**src/rtl/fcc_pkg.sv**
```systemverilog
package fcc_pkg;

  typedef enum logic [2:0] {
    ST_READ,
    ST_UNL1,
    ST_UNL2,
    ST_QRY,
    ST_PGM_ARM,
    ST_ERS_ARM,
    ST_BUSY
  } fcc_state_e;

  localparam logic [7:0]  KEY_FIRST  = 8'hAA;
  localparam logic [7:0]  KEY_SECOND = 8'h55;
  localparam logic [7:0]  OP_QUERY   = 8'h90;
  localparam logic [7:0]  OP_PROGRAM = 8'hA0;
  localparam logic [7:0]  OP_ERASE   = 8'h80;
  localparam logic [7:0]  ERASE_GO   = 8'h30;
  localparam logic [7:0]  OP_RESET   = 8'hF0;

  localparam logic [10:0] KEY_ADR_A  = 11'h555;
  localparam logic [10:0] KEY_ADR_B  = 11'h0AA;

  localparam int STAT_DONE_BIT = 7;
  localparam int STAT_TOG_BIT  = 6;
  localparam int STAT_ERS_BIT  = 3;

  localparam logic [7:0] QRY_BAD = 8'hFF;

endpackage

```
**src/rtl/fcc_busy_timer.sv**
```systemverilog
module fcc_busy_timer #(
  parameter int PGM_CYCLES = 12,
  parameter int ERS_CYCLES = 40
) (
  input  logic clk,
  input  logic rst_n,
  input  logic start,
  input  logic erase,
  output logic busy,
  output logic expire
);
  localparam int MAXC = (PGM_CYCLES > ERS_CYCLES) ? PGM_CYCLES : ERS_CYCLES;
  localparam int CW   = $clog2(MAXC + 1);

  logic [CW-1:0] cnt;

  always_ff @(posedge clk) begin
    if (!rst_n) begin
      cnt <= '0;
    end else if (start) begin
      cnt <= erase ? CW'(ERS_CYCLES) : CW'(PGM_CYCLES);
    end else if (cnt != '0) begin
      cnt <= cnt - CW'(1);
    end
  end

  assign busy   = (cnt != '0);
  assign expire = (cnt == CW'(1));

  // busy length is loaded from the operation kind
  a_r7_load_len: assert property (@(posedge clk) disable iff (!rst_n)
    start |=> cnt == ($past(erase) ? CW'(ERS_CYCLES) : CW'(PGM_CYCLES)));

  // a running window shrinks by one per cycle
  a_r7_count_down: assert property (@(posedge clk) disable iff (!rst_n)
    (busy && !start) |=> cnt == $past(cnt) - CW'(1));

endmodule

```
**src/rtl/fcc_decoder.sv**
```systemverilog
module fcc_decoder
  import fcc_pkg::*;
#(
  parameter int ADDR_W = 12,
  parameter int NSECT  = 8
) (
  input  logic              clk,
  input  logic              rst_n,
  input  logic              wr_acc,
  input  logic              rd_acc,
  input  logic [ADDR_W-1:0] addr,
  input  logic [7:0]        wdata,
  input  logic [NSECT-1:0]  sel,
  input  logic              supply_low,
  input  logic [NSECT-1:0]  sect_prot,
  input  logic              tmr_expire,
  output logic              tmr_start,
  output logic              tmr_erase,
  output logic              rd_from_array,
  output logic [7:0]        rd_byte,
  output fcc_state_e        state_o,
  output logic              arr_pgm,
  output logic              arr_ers,
  output logic [ADDR_W-1:0] arr_wr_addr,
  output logic [7:0]        arr_wr_data,
  output logic [NSECT-1:0]  arr_sel
);
  localparam logic [ADDR_W-1:0] ADR_A = ADDR_W'(KEY_ADR_A);
  localparam logic [ADDR_W-1:0] ADR_B = ADDR_W'(KEY_ADR_B);

  fcc_state_e state, nxt;
  logic       tog, ers_flag;
  logic       prot_hit, qual_ok, wr_live;
  logic       go_pgm, go_ers;

  assign prot_hit = |(sel & sect_prot);
  assign qual_ok  = !addr[6] && addr[1] && !addr[0];
  assign wr_live  = wr_acc && !supply_low && (state != ST_BUSY);

  always_comb begin
    nxt    = state;
    go_pgm = 1'b0;
    go_ers = 1'b0;
    if (state == ST_BUSY && tmr_expire) nxt = ST_READ;
    if (wr_live) begin
      if (wdata == OP_RESET) begin
        nxt = ST_READ;
      end else begin
        unique case (state)
          ST_READ:  nxt = (addr == ADR_A && wdata == KEY_FIRST) ? ST_UNL1 : ST_READ;
          ST_UNL1:  nxt = (addr == ADR_B && wdata == KEY_SECOND) ? ST_UNL2 : ST_READ;
          ST_UNL2: begin
            nxt = ST_READ;
            if (addr == ADR_A) begin
              if (wdata == OP_QUERY)   nxt = ST_QRY;
              if (wdata == OP_PROGRAM) nxt = ST_PGM_ARM;
              if (wdata == OP_ERASE)   nxt = ST_ERS_ARM;
            end
          end
          ST_PGM_ARM: begin
            go_pgm = !prot_hit;
            nxt    = prot_hit ? ST_READ : ST_BUSY;
          end
          ST_ERS_ARM: begin
            go_ers = !prot_hit && (wdata == ERASE_GO);
            nxt    = go_ers ? ST_BUSY : ST_READ;
          end
          default: nxt = ST_READ;
        endcase
      end
    end else if (rd_acc && state == ST_QRY) begin
      nxt = ST_READ;
    end
  end

  assign tmr_start = go_pgm || go_ers;
  assign tmr_erase = go_ers;

  always_ff @(posedge clk) begin
    if (!rst_n) begin
      state       <= ST_READ;
      tog         <= 1'b0;
      ers_flag    <= 1'b0;
      arr_pgm     <= 1'b0;
      arr_ers     <= 1'b0;
      arr_wr_addr <= '0;
      arr_wr_data <= '0;
      arr_sel     <= '0;
    end else begin
      state   <= nxt;
      arr_pgm <= go_pgm;
      arr_ers <= go_ers;
      if (tmr_start) begin
        tog         <= 1'b0;
        ers_flag    <= go_ers;
        arr_wr_addr <= addr;
        arr_wr_data <= wdata;
        arr_sel     <= sel;
      end else if (rd_acc && state == ST_BUSY) begin
        tog <= ~tog;
      end
    end
  end

  always_comb begin
    rd_from_array = 1'b1;
    rd_byte       = '0;
    if (state == ST_BUSY) begin
      rd_from_array              = 1'b0;
      rd_byte[STAT_DONE_BIT]     = 1'b0;
      rd_byte[STAT_TOG_BIT]      = tog;
      rd_byte[STAT_ERS_BIT]      = ers_flag;
    end else if (state == ST_QRY) begin
      rd_from_array = 1'b0;
      rd_byte       = qual_ok ? {7'b0, prot_hit} : QRY_BAD;
    end
  end

  assign state_o = state;

  // a write under supply lockout leaves the command state alone
  a_r2_lockout_hold: assert property (@(posedge clk) disable iff (!rst_n)
    (wr_acc && supply_low && state != ST_BUSY) |=> $stable(state));

  // writes during a busy period do not leave it early
  a_r7_busy_ignores_wr: assert property (@(posedge clk) disable iff (!rst_n)
    (state == ST_BUSY && wr_acc && !tmr_expire) |=> state == ST_BUSY);

  // exactly one read is served in query state
  a_r4_query_single: assert property (@(posedge clk) disable iff (!rst_n)
    (state == ST_QRY && rd_acc) |=> state == ST_READ);

  // protected sector never sees a program pulse
  a_r6_prot_no_pgm: assert property (@(posedge clk) disable iff (!rst_n)
    (state == ST_PGM_ARM && wr_acc && !supply_low && prot_hit && wdata != OP_RESET)
      |=> !arr_pgm && state == ST_READ);

  // start pulses are exclusive
  a_r6_one_pulse: assert property (@(posedge clk) disable iff (!rst_n)
    $onehot0({arr_pgm, arr_ers}));

endmodule

```
**src/rtl/fcc_rsp_stage.sv**
```systemverilog
module fcc_rsp_stage (
  input  logic       clk,
  input  logic       rst_n,
  input  logic       rd_acc,
  input  logic [7:0] rd_data,
  input  logic       rsp_ready,
  output logic       req_ready,
  output logic       rsp_valid,
  output logic [7:0] rsp_data
);
  assign req_ready = !rsp_valid || rsp_ready;

  always_ff @(posedge clk) begin
    if (!rst_n) begin
      rsp_valid <= 1'b0;
      rsp_data  <= '0;
    end else if (rd_acc) begin
      rsp_valid <= 1'b1;
      rsp_data  <= rd_data;
    end else if (rsp_ready) begin
      rsp_valid <= 1'b0;
    end
  end

  // an untaken response holds value
  a_r9_hold: assert property (@(posedge clk) disable iff (!rst_n)
    (rsp_valid && !rsp_ready) |=> rsp_valid && $stable(rsp_data));

  // accepted read yields a response next cycle
  a_r9_latency: assert property (@(posedge clk) disable iff (!rst_n)
    rd_acc |=> rsp_valid);

endmodule

```
**src/rtl/flash_cmd_ctrl.sv**
```systemverilog
module flash_cmd_ctrl
  import fcc_pkg::*;
#(
  parameter int ADDR_W     = 12,
  parameter int NSECT      = 8,
  parameter int PGM_CYCLES = 12,
  parameter int ERS_CYCLES = 40
) (
  input  logic              clk,
  input  logic              rst_n,
  input  logic              req_valid,
  output logic              req_ready,
  input  logic              req_write,
  input  logic [ADDR_W-1:0] req_addr,
  input  logic [7:0]        req_wdata,
  input  logic [NSECT-1:0]  req_sel,
  output logic              rsp_valid,
  input  logic              rsp_ready,
  output logic [7:0]        rsp_data,
  output logic [ADDR_W-1:0] arr_rd_addr,
  input  logic [7:0]        arr_rd_data,
  output logic              arr_pgm,
  output logic              arr_ers,
  output logic [ADDR_W-1:0] arr_wr_addr,
  output logic [7:0]        arr_wr_data,
  output logic [NSECT-1:0]  arr_sel,
  input  logic              supply_low,
  input  logic [NSECT-1:0]  sect_prot
);
  logic       acc, wr_acc, rd_acc;
  logic       tmr_start, tmr_erase, tmr_busy, tmr_expire;
  logic       rd_from_array;
  logic [7:0] rd_byte, rd_data;
  fcc_state_e state;

  assign acc         = req_valid && req_ready;
  assign wr_acc      = acc && req_write;
  assign rd_acc      = acc && !req_write;
  assign arr_rd_addr = req_addr;
  assign rd_data     = rd_from_array ? arr_rd_data : rd_byte;

  fcc_decoder #(.ADDR_W(ADDR_W), .NSECT(NSECT)) u_dec (
    .clk, .rst_n, .wr_acc, .rd_acc,
    .addr(req_addr), .wdata(req_wdata), .sel(req_sel),
    .supply_low, .sect_prot, .tmr_expire,
    .tmr_start, .tmr_erase, .rd_from_array, .rd_byte,
    .state_o(state),
    .arr_pgm, .arr_ers, .arr_wr_addr, .arr_wr_data, .arr_sel
  );

  fcc_busy_timer #(.PGM_CYCLES(PGM_CYCLES), .ERS_CYCLES(ERS_CYCLES)) u_tmr (
    .clk, .rst_n, .start(tmr_start), .erase(tmr_erase),
    .busy(tmr_busy), .expire(tmr_expire)
  );

  fcc_rsp_stage u_rsp (
    .clk, .rst_n, .rd_acc, .rd_data, .rsp_ready,
    .req_ready, .rsp_valid, .rsp_data
  );

  // status mode and the busy counter agree
  a_r7_busy_match: assert property (@(posedge clk) disable iff (!rst_n)
    (state == ST_BUSY) == tmr_busy);

  // no acceptance while a response is stuck
  a_r9_stall: assert property (@(posedge clk) disable iff (!rst_n)
    (rsp_valid && !rsp_ready) |-> !req_ready);

endmodule

```
**config.mk**
```make
export PLATFORM = sky130hd
export DESIGN_NAME = flash_cmd_ctrl
export DESIGN_NICKNAME = d
export VERILOG_FILES = /design/src/rtl/fcc_pkg.sv /design/src/rtl/fcc_busy_timer.sv /design/src/rtl/fcc_decoder.sv /design/src/rtl/fcc_rsp_stage.sv /design/src/rtl/flash_cmd_ctrl.sv
export SDC_FILE = /design/constraint.sdc
export NUM_CORES = 1
export LEC_CHECK = 0
export BUFFER_PORTS_ARGS = -buffer_cell sky130_fd_sc_hd__buf_2
export CAP_MARGIN = 30
export CORE_MARGIN = 3
export CORE_UTILIZATION = 47
export DETAILED_ROUTE_END_ITERATION = 6
export PLACE_DENSITY_LB_ADDON = 0.05
export SLEW_MARGIN = 10
export SYNTH_ARGS = -nofsm -noshare
export SYNTH_HDL_FRONTEND = slang
export SYNTH_SLANG_ARGS = --single-unit
```
**constraint.sdc**
```tcl
create_clock -name clk -period 2.3 [get_ports clk]
set_input_delay 0.23 -clock clk [delete_from_list [all_inputs] [get_ports clk]]
set_output_delay 0.23 -clock clk [all_outputs]
set_load 0.05 [all_outputs]
```
==> results.txt <==
* Die X: between 70 and 80 um
- The number of different library cells used by synthesis comes to 41.
- Cell types occupying the most area after synthesis: dfxtp_1, mux2i_1, nor2_1, buf_4, a21oi_1
- Placed Area: 2819 um2
- Critical path required time: 2480 ps
- Slew @ Worst Pin: 604.8 ps
* Setup Total Neg Slack: 0 ps
- The routed design uses about 410 um of met3 wire.
* Top layer used by detailed routing: met4
- Switching power as a share of total power: between 30% and 40%
- Hold violation count in the final report: 0
- Number of vias per cell after detailed routing: approximately 5.2
* Vias in the first global route: between 2000 and 2500
- Slowest stage cell on the critical path: nor4b_4
- STA classifies the critical path startpoint as a flop.
* Kind of critical path: flop to flop
- After routing the design area is slightly below 3000 um2.
* Worst Hold Path Cells: 3
- Once the clock tree was built, the setup fixing pass inserted 0 buffers.
* Nets: between 400 and 500
- Num CTS Buffers: 5
- Clk sink count: 50
- Sequential cells burn 50.2% of the power.
- Kind of cell with the highest combined delay on the critical path: simple AND/OR/NAND/NOR gates
- Antenna fix cells: 0
* Synthesis-stage register bit count: 50
- Remaining global-route overflow: 0
- Crit-path max cell delay: 440 ps
- Buf+Inv Stages, Crit Path: 1
* Total wire length after detailed routing: roughly 5.7 mm
- Number of vias in the routed layout: ~2200
- In this run the clock root is driven by a clkbuf_8.
- Die height: approximately 77 um
- Port buffering added about 100 buffers.
- The clock period could shrink to ~2000 ps.
* Endpoint type of the worst setup path: flop
* All-layer global routing usage: between 10% and 20%
- Number of max-cap violations: 0
- The core region is approximately 4800 um2.
- Fraction of power consumed by combinational cells: around a quarter
* Final count of negative-setup-slack endpoints: 0
- Summed over all nets, wire length on met2 after detailed routing comes to between 2 and 3 mm.
- The flow ran to the end, and the final reports show no timing, DRC or antenna violations.
* F_max: approximately 0.50 GHz
- Along the worst path, the maximum fanout reaches 10.
* Clock Tree Buf Depth: 2
* Hold Crit Start: arr_rd_data[2]
- In the routed design, unresolved DRC markers number 0.
* Setup repair after global routing missed its margin: no
- The signal on the critical path passes through nor4_2 -> a41oi_2 -> nor4b_4 -> buf_4 -> mux2i_1 -> nor2_1.
- Clock tree from TritonCTS: done
* Average detailed-routed wire length per instance: 13.63 um
* Initial standard-cell utilization of the core: about half
* Number of placement rows: 25
- The total count of max-transition violations in the final report came to 0.
- Power spread over the standard cell area amounts to approximately 660 nW/um2.
* Overall die area: 5893 um2
* Synthesized netlist net count: approximately 310
* Number of routed nets with antenna violations: 0
- Portion of the post-synthesis area used by sequential elements: between 40% and 50%
* Number of levels in the clock H-tree: 2
- Internal power comes to 1312 uW.
- Area share of the largest cell type after synthesis: approximately 43%
- The first global-routing pass estimated about 9.7 mm of wire.
- Number of cells on the worst reg-to-reg path: 6
- Critical Path AT: around 2200 ps
- In this run the count of I/O pins placed on the die edge is just over 100.
- The number of hold buffers added after CTS was 0.
* Latest clock arrival within the worst-skew pair: 300 ps
- IR analysis of the VDD net gives a maximum drop of approximately 0.31 mV.
* R2R Setup Slk: slightly below 300 ps
* Last weighted congestion value of the routability-driven placer: 0.7599
* Relative area change from synthesis to final layout: 23.13%
* Number of gates on the worst path with buffers counted: 6
- After technology mapping, the gate count stands at 259.
- Reg-to-reg critical path endpoint: u_dec.arr_wr_addr[6]
- Hold Crit Class: input pin to flop
- For this run, the detailed router's first-pass iteration total came to 4.
- Initial antenna violation count: 0
- Maximum clock skew at final layout: ~6 ps
- Power dissipated by switching net loads: roughly 610 uW
- Final HPWL DP: 4.358 mm
- Largest area contributor in the synthesized netlist: dfxtp_1
- The detailed router finished its first iteration with 95 violations.
* Largest net degree at the start of global routing: 20
- Cells fill 60.55% of the core in the end.
- The count of cells in the finished layout, fillers not included, comes to ~420.
* Static leakage: between 0.001 and 0.0015 uW
- Worst rel slew slack: 59.37%
- Dividing the final minimum period by the clock period gives between 80 and 90%.
- The clock network burns 25.0% of the power.
- Of the cells placed in the final design, the portion with a size suffix greater than 1 is approximately a third.
- A synthesized cell averages just over 9 um2.
- Summed instance area of the synthesized netlist: ~2400 um2
- After filler insertion, the fill cell instance count of the layout stands at about 460.
- Hold endpoint: u_rsp.rsp_data[2]
- In this run, placement finished with an instance count of between 400 and 500.
* Wl on met1: ~2.7 mm
- Resize count post-CTS: 0
- Yosys warnings: 0
* Startpoint of the lowest-slack register-to-register path: u_dec.state_o[1]
* Clock-pin slew reported for the worst setup and hold paths after clock tree synthesis: about 90 ps
-- per-layer routing --
| layer | up-vias | GRT usage, % |
|---|---|---|
| met5 | - | 0 |
| met4 | 0 | 3.804 |
| met3 | 5 | 5.399 |
| met2 | 81 | 31.45 |
| met1 | 986 | 26.74 |
| li1 | 1089 | - |
-- placed cells by master (no fill, tap or decap), types with 2 or more instances in the layout --
master	netlist	routed
a21oi_1	14	14
a22oi_1	6	6
and3_1	3	3
buf_2	0	101
buf_4	12	5
clkbuf_8	0	5
clkinv_2	0	2
dfxtp_1	50	50
ha_1	2	2
inv_1	7	7
mux2i_1	29	29
nand2_1	13	13
nand2b_1	4	4
nand3b_1	2	2
nand4_1	7	7
nand4b_1	3	3
nor2_1	42	42
nor2b_1	2	2
nor3_1	5	5
nor4_1	4	4
nor4b_1	2	2
nor4bb_1	2	2
o211ai_1	2	2
o21a_1	2	2
o21ai_0	13	13
o22ai_1	2	2
or3_1	2	2
or4_1	2	2
xnor2_1	2	2
xor2_1	2	2
-- synthesized netlist by cell type --
| cell type | count |
|---|---|
| buf_4 | 12 |
| clkbuf_1 | 7 |
| nand3_1 | 1 |
| nor2b_1 | 2 |
| o22ai_1 | 2 |
| a41oi_2 | 1 |
| xor2_1 | 2 |
| and3b_1 | 1 |
| nor4_1 | 4 |
| or3_1 | 2 |
| or3b_1 | 1 |
| ha_1 | 2 |
| nor3b_1 | 1 |
| nor2_1 | 42 |
| a22oi_1 | 6 |
| nor4_2 | 1 |
| o21a_1 | 2 |
| a211oi_1 | 1 |
| nor4b_4 | 1 |
| o2111ai_1 | 1 |
| buf_6 | 4 |
| or4_1 | 2 |
| mux2i_1 | 29 |
| o21ai_0 | 13 |
| nor4bb_1 | 2 |
| and4bb_1 | 1 |
| nand2_1 | 13 |
| nor4b_1 | 2 |
| xnor2_1 | 2 |
| and3_1 | 3 |
| a21oi_1 | 14 |
| nand2b_1 | 4 |
| nor3_1 | 5 |
| inv_1 | 7 |
| dfxtp_1 | 50 |
| a32oi_1 | 1 |
| nand4b_1 | 3 |
| o311ai_0 | 1 |
| nand3b_1 | 2 |
| o211ai_1 | 2 |
| nand4_1 | 7 |
-- tightest hold or removal path, cell delays in order --
cell     delay, ps
buf_2           90
nand2_1         40
a21oi_1         50
-- worst max path at each step --
stage	from	to	slack [ps]
detailed placement	req_wdata[1]	u_dec.arr_wr_addr[1]	180
CTS	u_dec.state_o[1]	u_dec.arr_wr_addr[1]	290
global route	u_dec.state_o[1]	u_dec.arr_wr_addr[9]	100
floorplan	u_rsp.rsp_valid	u_tmr.cnt[5]	270
finish	u_dec.state_o[1]	u_dec.arr_wr_addr[6]	290
global placement	req_wdata[1]	u_dec.arr_wr_addr[5]	240
-- power groups by stage --
stage          clock, uW  combinational [uW]  sequential, uW
5_1_grt              528                 546             974
6_report             481                 477             965
4_1_cts              492                 481             966
2_1_floorplan          0                 329            1010
3_3_place_gp           0                 479             983
3_5_place_dp           0                 478             985
-- kinds of logic (layout without fill, tap and decap cells) --
logic type	Yosys count	after routing	share of synthesized area, %
buf+inv	30	120	7.975
fa+ha+maj	2	2	1.063
mux	29	29	12.33
flops	50	50	42.53
xor+xnor	4	4	1.489
compound gates	44	44	11.59
simple gates	100	100	23.02
-- state kept, by name, indices dropped and copies added, names as in the netlist --
register           flops
u_dec.tog              1
u_dec.state_o          3
u_rsp.rsp_data         8
u_tmr.cnt              6
u_dec.arr_wr_addr     12
u_dec.arr_pgm          1
u_dec.arr_ers          1
u_dec.arr_sel          8
u_dec.ers_flag         1
u_rsp.rsp_valid        1
u_dec.arr_wr_data      8
-- area by class of cell --
type / count / area, um2 / share of cell area [%]
multi-input cells: 179 / 1165 / 40.20
repair buffers: 106 / 543.0 / 18.74
well taps: 67 / 83.83 / 2.893
flip-flops and latches: 50 / 1001 / 34.54
inverters: 7 / 26.28 / 0.9067
clock inverters: 2 / 10.01 / 0.3454
clock buffers: 5 / 68.82 / 2.375
-- through the flow --
stage               worst slack (ps)  hold slack (ps)  power [uW]
floorplan                      270.8            368.7        1340
CTS                            285.7            161.9        1939
global placement               240.0            468.6        1462
global route                   98.54            162.8        2048
detailed placement             177.5            477.0        1463
finish                         294.7            165.0        1923
Power figures use the tool's default switching activity.
